`src/rtl/stk_pkg.sv`:
```
package stk_pkg;
  typedef enum logic [1:0] {
    OP_NONE = 2'd0,
    OP_POP  = 2'd1,
    OP_PUSH = 2'd2
  } op_kind_e;

  typedef enum logic [1:0] {
    PAIR_BC = 2'd0,
    PAIR_DE = 2'd1,
    PAIR_HL = 2'd2,
    PAIR_AF = 2'd3
  } pair_e;
endpackage

```
`src/rtl/stk_decode.sv`:
```
module stk_decode
  import stk_pkg::*;
(
  input  logic [7:0] opcode_i,
  output op_kind_e   kind_o,
  output pair_e      pair_o
);
  always_comb begin
    pair_o = pair_e'(opcode_i[5:4]);
    kind_o = OP_NONE;
    if (opcode_i[7:6] == 2'b11) begin
      unique case (opcode_i[3:0])
        4'h1:    kind_o = OP_POP;
        4'h5:    kind_o = OP_PUSH;
        default: kind_o = OP_NONE;
      endcase
    end
  end
endmodule

```
`src/rtl/stk_timer.sv`:
```
module stk_timer #(
  parameter int FETCH_T = 4,
  parameter int MEM_T   = 3
) (
  input  logic       clk_i,
  input  logic       rst_ni,
  input  logic       start_i,
  input  logic       legal_i,
  output logic       busy_o,
  output logic [1:0] mem_cyc_o,
  output logic       last_t_o,
  output logic       final_o,
  output logic       done_o
);
  localparam int TOTAL = FETCH_T + 2 * MEM_T;
  localparam int CW    = $clog2(TOTAL);
  localparam logic [CW-1:0] FETCH_END  = CW'(FETCH_T - 1);
  localparam logic [CW-1:0] MEM1_START = CW'(FETCH_T);
  localparam logic [CW-1:0] MEM1_END   = CW'(FETCH_T + MEM_T - 1);
  localparam logic [CW-1:0] MEM2_START = CW'(FETCH_T + MEM_T);
  localparam logic [CW-1:0] SEQ_END    = CW'(TOTAL - 1);

  logic          busy_q, short_q, done_q;
  logic [CW-1:0] cnt_q;
  logic          final_t;

  assign final_t = busy_q && (cnt_q == (short_q ? FETCH_END : SEQ_END));

  always_ff @(posedge clk_i or negedge rst_ni) begin
    if (!rst_ni) begin
      busy_q  <= 1'b0;
      short_q <= 1'b0;
      cnt_q   <= '0;
      done_q  <= 1'b0;
    end else begin
      done_q <= final_t;
      if (!busy_q) begin
        if (start_i) begin
          busy_q  <= 1'b1;
          short_q <= !legal_i;
          cnt_q   <= '0;
        end
      end else if (final_t) begin
        busy_q <= 1'b0;
      end else begin
        cnt_q <= cnt_q + CW'(1);
      end
    end
  end

  always_comb begin
    if (!busy_q || short_q || cnt_q < MEM1_START) mem_cyc_o = 2'd0;
    else if (cnt_q < MEM2_START)                  mem_cyc_o = 2'd1;
    else                                          mem_cyc_o = 2'd2;
  end

  assign last_t_o = busy_q && !short_q && (cnt_q == MEM1_END || cnt_q == SEQ_END);
  assign final_o  = final_t;
  assign busy_o   = busy_q;
  assign done_o   = done_q;

  AST_DONE_PULSE: assert property (@(posedge clk_i) disable iff (!rst_ni)
    done_q |=> !done_q);
  AST_NO_RESTART: assert property (@(posedge clk_i) disable iff (!rst_ni)
    (busy_q && !final_t) |=> (busy_q && cnt_q == $past(cnt_q) + CW'(1)));
  AST_DONE_AFTER_END: assert property (@(posedge clk_i) disable iff (!rst_ni)
    $fell(busy_q) |-> done_q);
endmodule

```
`src/rtl/stk_regs.sv`:
```
module stk_regs #(
  parameter int          DATA_W   = 8,
  parameter int          ADDR_W   = 16,
  parameter logic [ADDR_W-1:0] SP_RESET = '0
) (
  input  logic                clk_i,
  input  logic                rst_ni,
  input  logic [1:0]          pair_sel_i,
  input  logic                pair_we_i,
  input  logic [2*DATA_W-1:0] pair_wdata_i,
  input  logic                sp_we_i,
  input  logic [ADDR_W-1:0]   sp_wdata_i,
  output logic [2*DATA_W-1:0] pair_rdata_o,
  output logic [ADDR_W-1:0]   sp_o
);
  localparam int PW     = 2 * DATA_W;
  localparam int NPAIRS = 4;

  logic [PW-1:0]     pair_q [NPAIRS];
  logic [ADDR_W-1:0] sp_q;

  for (genvar g = 0; g < NPAIRS; g++) begin : g_pair
    always_ff @(posedge clk_i or negedge rst_ni) begin
      if (!rst_ni)                                   pair_q[g] <= '0;
      else if (pair_we_i && pair_sel_i == 2'(g))     pair_q[g] <= pair_wdata_i;
    end
  end

  always_ff @(posedge clk_i or negedge rst_ni) begin
    if (!rst_ni)      sp_q <= SP_RESET;
    else if (sp_we_i) sp_q <= sp_wdata_i;
  end

  assign pair_rdata_o = pair_q[pair_sel_i];
  assign sp_o         = sp_q;
endmodule

```
`src/rtl/stack_pair_seq.sv`:
```
module stack_pair_seq
  import stk_pkg::*;
#(
  parameter int          DATA_W   = 8,
  parameter int          ADDR_W   = 16,
  parameter int          FETCH_T  = 4,
  parameter int          MEM_T    = 3,
  parameter logic [ADDR_W-1:0] SP_RESET = '0
) (
  input  logic              clk_i,
  input  logic              rst_ni,
  input  logic              start_i,
  input  logic [7:0]        opcode_i,
  input  logic [DATA_W-1:0] rdata_i,
  output logic [ADDR_W-1:0] addr_o,
  output logic              rd_o,
  output logic              wr_o,
  output logic [DATA_W-1:0] wdata_o,
  output logic              busy_o,
  output logic              done_o,
  output logic              illegal_o
);
  localparam int PW = 2 * DATA_W;

  op_kind_e kind_d, kind_q;
  pair_e    pair_d, pair_q;
  logic     busy, last_t, final_t, done;
  logic [1:0] mem_cyc;
  logic     in_mem, is_pop, is_push;
  logic [DATA_W-1:0] lo_q;
  logic     illegal_q;

  logic [PW-1:0]     pair_rd;
  logic              pair_we, sp_we;
  logic [ADDR_W-1:0] sp, sp_next, addr_mem;

  stk_decode u_decode (
    .opcode_i (opcode_i),
    .kind_o   (kind_d),
    .pair_o   (pair_d)
  );

  stk_timer #(.FETCH_T(FETCH_T), .MEM_T(MEM_T)) u_timer (
    .clk_i     (clk_i),
    .rst_ni    (rst_ni),
    .start_i   (start_i),
    .legal_i   (kind_d != OP_NONE),
    .busy_o    (busy),
    .mem_cyc_o (mem_cyc),
    .last_t_o  (last_t),
    .final_o   (final_t),
    .done_o    (done)
  );

  stk_regs #(.DATA_W(DATA_W), .ADDR_W(ADDR_W), .SP_RESET(SP_RESET)) u_regs (
    .clk_i        (clk_i),
    .rst_ni       (rst_ni),
    .pair_sel_i   (pair_q),
    .pair_we_i    (pair_we),
    .pair_wdata_i ({rdata_i, lo_q}),
    .sp_we_i      (sp_we),
    .sp_wdata_i   (sp_next),
    .pair_rdata_o (pair_rd),
    .sp_o         (sp)
  );

  // Opcode latched only when idle; later starts are dropped.
  always_ff @(posedge clk_i or negedge rst_ni) begin
    if (!rst_ni) begin
      kind_q    <= OP_NONE;
      pair_q    <= PAIR_BC;
      lo_q      <= '0;
      illegal_q <= 1'b0;
    end else begin
      if (start_i && !busy) begin
        kind_q <= kind_d;
        pair_q <= pair_d;
      end
      if (rd_o && mem_cyc == 2'd1) lo_q <= rdata_i;
      illegal_q <= final_t && kind_q == OP_NONE;
    end
  end

  assign is_pop  = kind_q == OP_POP;
  assign is_push = kind_q == OP_PUSH;
  assign in_mem  = busy && mem_cyc != 2'd0;

  // Pop walks upward from SP, push walks downward from SP; SP moves once at the end.
  always_comb begin
    unique case ({is_push, mem_cyc == 2'd2})
      2'b00:   addr_mem = sp;
      2'b01:   addr_mem = sp + ADDR_W'(1);
      2'b10:   addr_mem = sp - ADDR_W'(1);
      default: addr_mem = sp - ADDR_W'(2);
    endcase
  end

  assign addr_o    = in_mem ? addr_mem : '0;
  assign rd_o      = in_mem && is_pop && last_t;
  assign wr_o      = in_mem && is_push && last_t;
  assign wdata_o   = (in_mem && is_push) ?
                     (mem_cyc == 2'd1 ? pair_rd[PW-1 -: DATA_W] : pair_rd[DATA_W-1:0]) : '0;
  assign pair_we   = rd_o && mem_cyc == 2'd2;
  assign sp_we     = last_t && mem_cyc == 2'd2 && (is_pop || is_push);
  assign sp_next   = is_pop ? sp + ADDR_W'(2) : sp - ADDR_W'(2);
  assign busy_o    = busy;
  assign done_o    = done;
  assign illegal_o = illegal_q;

  AST_RD_WR_EXCL: assert property (@(posedge clk_i) disable iff (!rst_ni)
    !(rd_o && wr_o));
  AST_POP_SP_UP: assert property (@(posedge clk_i) disable iff (!rst_ni)
    (done && is_pop) |-> sp == $past(sp) + ADDR_W'(2));
  AST_PUSH_SP_DOWN: assert property (@(posedge clk_i) disable iff (!rst_ni)
    (done && is_push) |-> sp == $past(sp) - ADDR_W'(2));
  AST_ILLEGAL_QUIET: assert property (@(posedge clk_i) disable iff (!rst_ni)
    (busy && kind_q == OP_NONE) |-> (!rd_o && !wr_o));
  AST_ILLEGAL_SP_KEEP: assert property (@(posedge clk_i) disable iff (!rst_ni)
    illegal_q |-> $stable(sp));
  AST_ILLEGAL_WITH_DONE: assert property (@(posedge clk_i) disable iff (!rst_ni)
    illegal_q |-> done);
endmodule

```
`config.mk`:
```
export PLATFORM = sky130hd
export DESIGN_NAME = stack_pair_seq
export DESIGN_NICKNAME = d
export VERILOG_FILES = /design/src/rtl/stk_pkg.sv /design/src/rtl/stk_decode.sv /design/src/rtl/stk_timer.sv /design/src/rtl/stk_regs.sv /design/src/rtl/stack_pair_seq.sv
export SDC_FILE = /design/constraint.sdc
export NUM_CORES = 1
export LEC_CHECK = 0
export BUFFER_PORTS_ARGS = -buffer_cell sky130_fd_sc_hd__buf_2
export CORE_ASPECT_RATIO = 0.9
export CORE_MARGIN = 4
export CORE_UTILIZATION = 50
export DETAILED_ROUTE_END_ITERATION = 8
export PLACE_DENSITY_LB_ADDON = 0.08
export SLEW_MARGIN = 20
export SYNTH_ARGS = -nofsm -noshare
export SYNTH_HDL_FRONTEND = slang
export SYNTH_SLANG_ARGS = --single-unit
```
`constraint.sdc`:
```
create_clock -name clk_i -period 2.9 [get_ports clk_i]
set_input_delay 0.435 -clock clk_i [delete_from_list [all_inputs] [get_ports clk_i]]
set_output_delay 0.435 -clock clk_i [all_outputs]
set_load 0.01 [all_outputs]
```
==> run summary <==
Mapped cell area - 5420 um2
Sequential share of the synthesized area - 45.7%
Post-synthesis mux area share - 23.2%
Int Pwr - 2.72 mW
Die Y - 107 um
Wire length per cell - 18.1 um
Yosys warning count - 0
Reg power frac - 41.0%
All-Layer GR Usage - 19.5%
Synth Register Bits - 99
Initial antenna violation count - 0
Synth async-reset ratio - 100%
Reg-to-reg critical path startpoint - u_timer.cnt_q[0]$_DFFE_PN0P_
Share of the clock period used by the worst path - 94.7%
Final Critical Period - 2750 ps
Syn avg cell area - 11.9 um2
Setup slack after layout - 154 ps
Synth unique cells - 55
Die area - 12600 um2
Critical Path Sink - addr_o[15]
PortBufs - 47
Unrepaired setup endpoints after global routing - no
CTS tree - done
Setup Skew - 8.97 ps
I/O Pins - 48
Root Driver - clkbuf_16
Worst setup path class - register to primary output
Worst r2r dst - u_regs.pair_q[41]$_DFFE_PN0P_
Xor/xnor cell area share of the yosys netlist - 3.71%
Worst slew pin tran - 890 ps
DRT Pass-1 Iters - 4
Max-Cap Viols - 0
Total grt overflow - 0
Synth Area in Simple Gates - 14.3%
Placed Area - 5800 um2
Filler Cells Inserted - 877
Post-route ant nets - 0
Post-placement setup slack - 476 ps
Cell area power density - 664 nW/um2
Sw Ratio - 33.3%
Final #Nets - 534
Crit start category - register
Post-Syn Instances - 456
Area Growth Syn to Fin - 13.3%
Total CTS buffers - 9
Critical path startpoint - u_regs.sp_o[2]$_DFFE_PN0P_
Detailed Place HPWL - 7440 um
HP Class - input port to asynchronous set/reset pin
Vias in the first global route - 3728
Antenna cells - 0
Adder-cell area share of the yosys netlist - 2.77%
Total core area - 10400 um2
Total clock sinks - 99
Drt via density - 5.75
Outcome - complete, no violations
Die X - 118 um
Share of cells above drive strength 1 - 37.6%
DR DRC count - 0
Final Wtd Congestion - 0.835
Final setup vio count - 0
Max-slew headroom - 40.6%
CP arrival - 2310 ps
Drt initial violations - 209
Req. time, crit path - 2470 ps
Main synth FF type - dfrtp_1
Combinational share of power - 26.1%
Post-synth EDFFs - 0
Routed WL - 11600 um
Reg2Reg Depth - 8
First-pass GRT wire length - 19600 um
Reg2reg setup slack - 570 ps
Clk_lat worst skew - 350 ps
Crit-path max FO - 7
Finished Cell Area - 6150 um2
Final Max Slew Viols - 0
Switching power - 1.36 mW
Cts hold-fix bufs - 0
Largest net degree at the start of global routing - 55
Initial core utilization - 52.0%
Clock share of power - 32.9%
Post-Syn Nets - 487
Worst vdd rail ir drop - 0.361 mV
Final hold vios - 0
Clock Path Buffers - 2
Clock-pin slew on the worst setup and hold paths - 80 ps
Synth Area in Compound Gates - 6.16%
Crit. End Element - primary output
Row cnt - 35
Peak Freq - 364 MHz
Overall Power - 4.08 mW
Total vias in the final route - 3660
Combinational family with the most area after synthesis - multiplexers
H-tree depth - 3
Fin Setup TNS - 0 ps
Leakage - 2.85 nW
[cell usage in the layout (no fill, tap or decap), types with 3 or more instances in the layout]
cell type and instances:
o21ai_0 10, clkbuf_16 9, a21oi_1 23, mux2_2 52
nand4_1 11, and3_1 4, o211ai_1 3, nand2_1 48
dfrtp_1 97, buf_4 16, o22ai_1 3, mux4_2 16
nor3_1 7, or3_1 4, inv_1 14, xnor2_1 11
nor2_1 25, mux2_4 20, nor4_4 3, nand3_1 11
nor4_1 4, xor2_1 12, ha_1 11, buf_2 46
[cells in the mapped netlist, types with 2 or more instances]
| cell | number | share of area (%) |
|---|---|---|
| nor4_4 | 3 | 1.2 |
| mux2_4 | 20 | 5.5 |
| and3_1 | 4 | 0.46 |
| buf_12 | 2 | 0.74 |
| nand2b_4 | 2 | 0.51 |
| nand2_2 | 2 | 0.23 |
| ha_1 | 12 | 2.8 |
| nor2_1 | 25 | 1.7 |
| mux4_2 | 16 | 6.6 |
| o22ai_1 | 3 | 0.35 |
| o211ai_1 | 3 | 0.42 |
| clkbuf_1 | 9 | 0.62 |
| xor2_1 | 12 | 1.9 |
| buf_6 | 2 | 0.42 |
| a21oi_1 | 23 | 2.1 |
| dfrtp_1 | 99 | 46 |
| a211oi_1 | 2 | 0.28 |
| o21ai_0 | 10 | 0.92 |
| nand2_1 | 48 | 3.3 |
| nand4_1 | 11 | 1.3 |
| nor3_1 | 7 | 0.65 |
| or3_1 | 4 | 0.46 |
| mux2_2 | 52 | 11 |
| nor2_4 | 2 | 0.42 |
| nor3b_1 | 2 | 0.28 |
| nand3_1 | 11 | 1.0 |
| xnor2_1 | 11 | 1.8 |
| nor4_1 | 4 | 0.46 |
| buf_2 | 15 | 1.4 |
| inv_1 | 15 | 1.0 |
[power by group through the flow]
stage	clock network [mW]	logic, mW	registers, mW
2_1_floorplan	0	0.840	1.60
3_3_place_gp	0	1.06	1.69
3_5_place_dp	0	1.06	1.70
4_1_cts	1.38	1.07	1.67
5_1_grt	1.44	1.19	1.70
6_report	1.34	1.07	1.67
[how the worst min path moves through the flow]
stage          slack [ps]                     startpoint                       endpoint
3_3_place_gp          480   u_regs.pair_q[2]$_DFFE_PN0P_   u_regs.pair_q[2]$_DFFE_PN0P_
2_1_floorplan         140                         rst_ni            illegal_o$_DFF_PN0_
3_5_place_dp          490  u_regs.pair_q[22]$_DFFE_PN0P_  u_regs.pair_q[22]$_DFFE_PN0P_
4_1_cts               120                         rst_ni     u_regs.sp_o[6]$_DFFE_PN0P_
5_1_grt               160                         rst_ni       u_timer.busy_o$_DFF_PN0_
6_report              100                         rst_ni     u_regs.sp_o[6]$_DFFE_PN0P_
[flip-flops by register name, indices dropped and copies added (netlist names), 2 cells and up]
register       flops
pair_q             2
lo_q               8
u_regs.sp_o       15
u_regs.pair_q     64
kind_q             2
u_timer.cnt_q      4
[area by class of cell]
class / count / area, um2 / share of cell area, %
clock buffers: 9 / 225 / 3.66
well taps: 129 / 161 / 2.63
repair buffers: 64 / 390 / 6.35
multi-input cells: 313 / 2720 / 44.2
clock inverters: 7 / 111 / 1.81
inverters: 16 / 60.1 / 0.977
flip-flops and latches: 99 / 2480 / 40.4
[per-stage QoR]
stage	utilization [%]	instances	hold WS [ps]
after detailed placement	55.6	620	488
after floorplan	-	456	139
after CTS	58.8	636	123
after global routing	59.0	637	157
final	59.0	637	103
after global placement	55.6	620	483
[timing repair]
item / CTS / global route
gates resized for setup: 0 / 4
setup endpoints to repair: 0 / 2
buffers inserted: 0 / 1
[routing by layer]
layer / up-vias / share of wire [%] / global-route usage [%]
met2: 83 / 50 / 32.8
li1: 1711 / - / -
met3: 8 / 4.6 / 4.27
met1: 1858 / 44 / 25.7
met4: 0 / 1.1 / 5.19
met5: - / 0 / 0
[critical path: stages, from the launching register on]
cell	delay [ps]
dfrtp_2	470
inv_1	120
ha_2	230
nor3b_1	200
buf_4	170
nand4_1	130
xnor2_1	230
o21ai_0	110
a21oi_1	150
buf_2	150
[cells by family (layout without fill, tap and decap cells)]
kind of cell | count (synthesis) | after routing
compound gates | 51 | 51
mux | 89 | 89
simple gates | 138 | 138
fa+ha+maj | 12 | 12
xor+xnor | 23 | 23
flops | 99 | 99
buf+inv | 44 | 96
No activity file was read; power rests on OpenSTA's default activity.
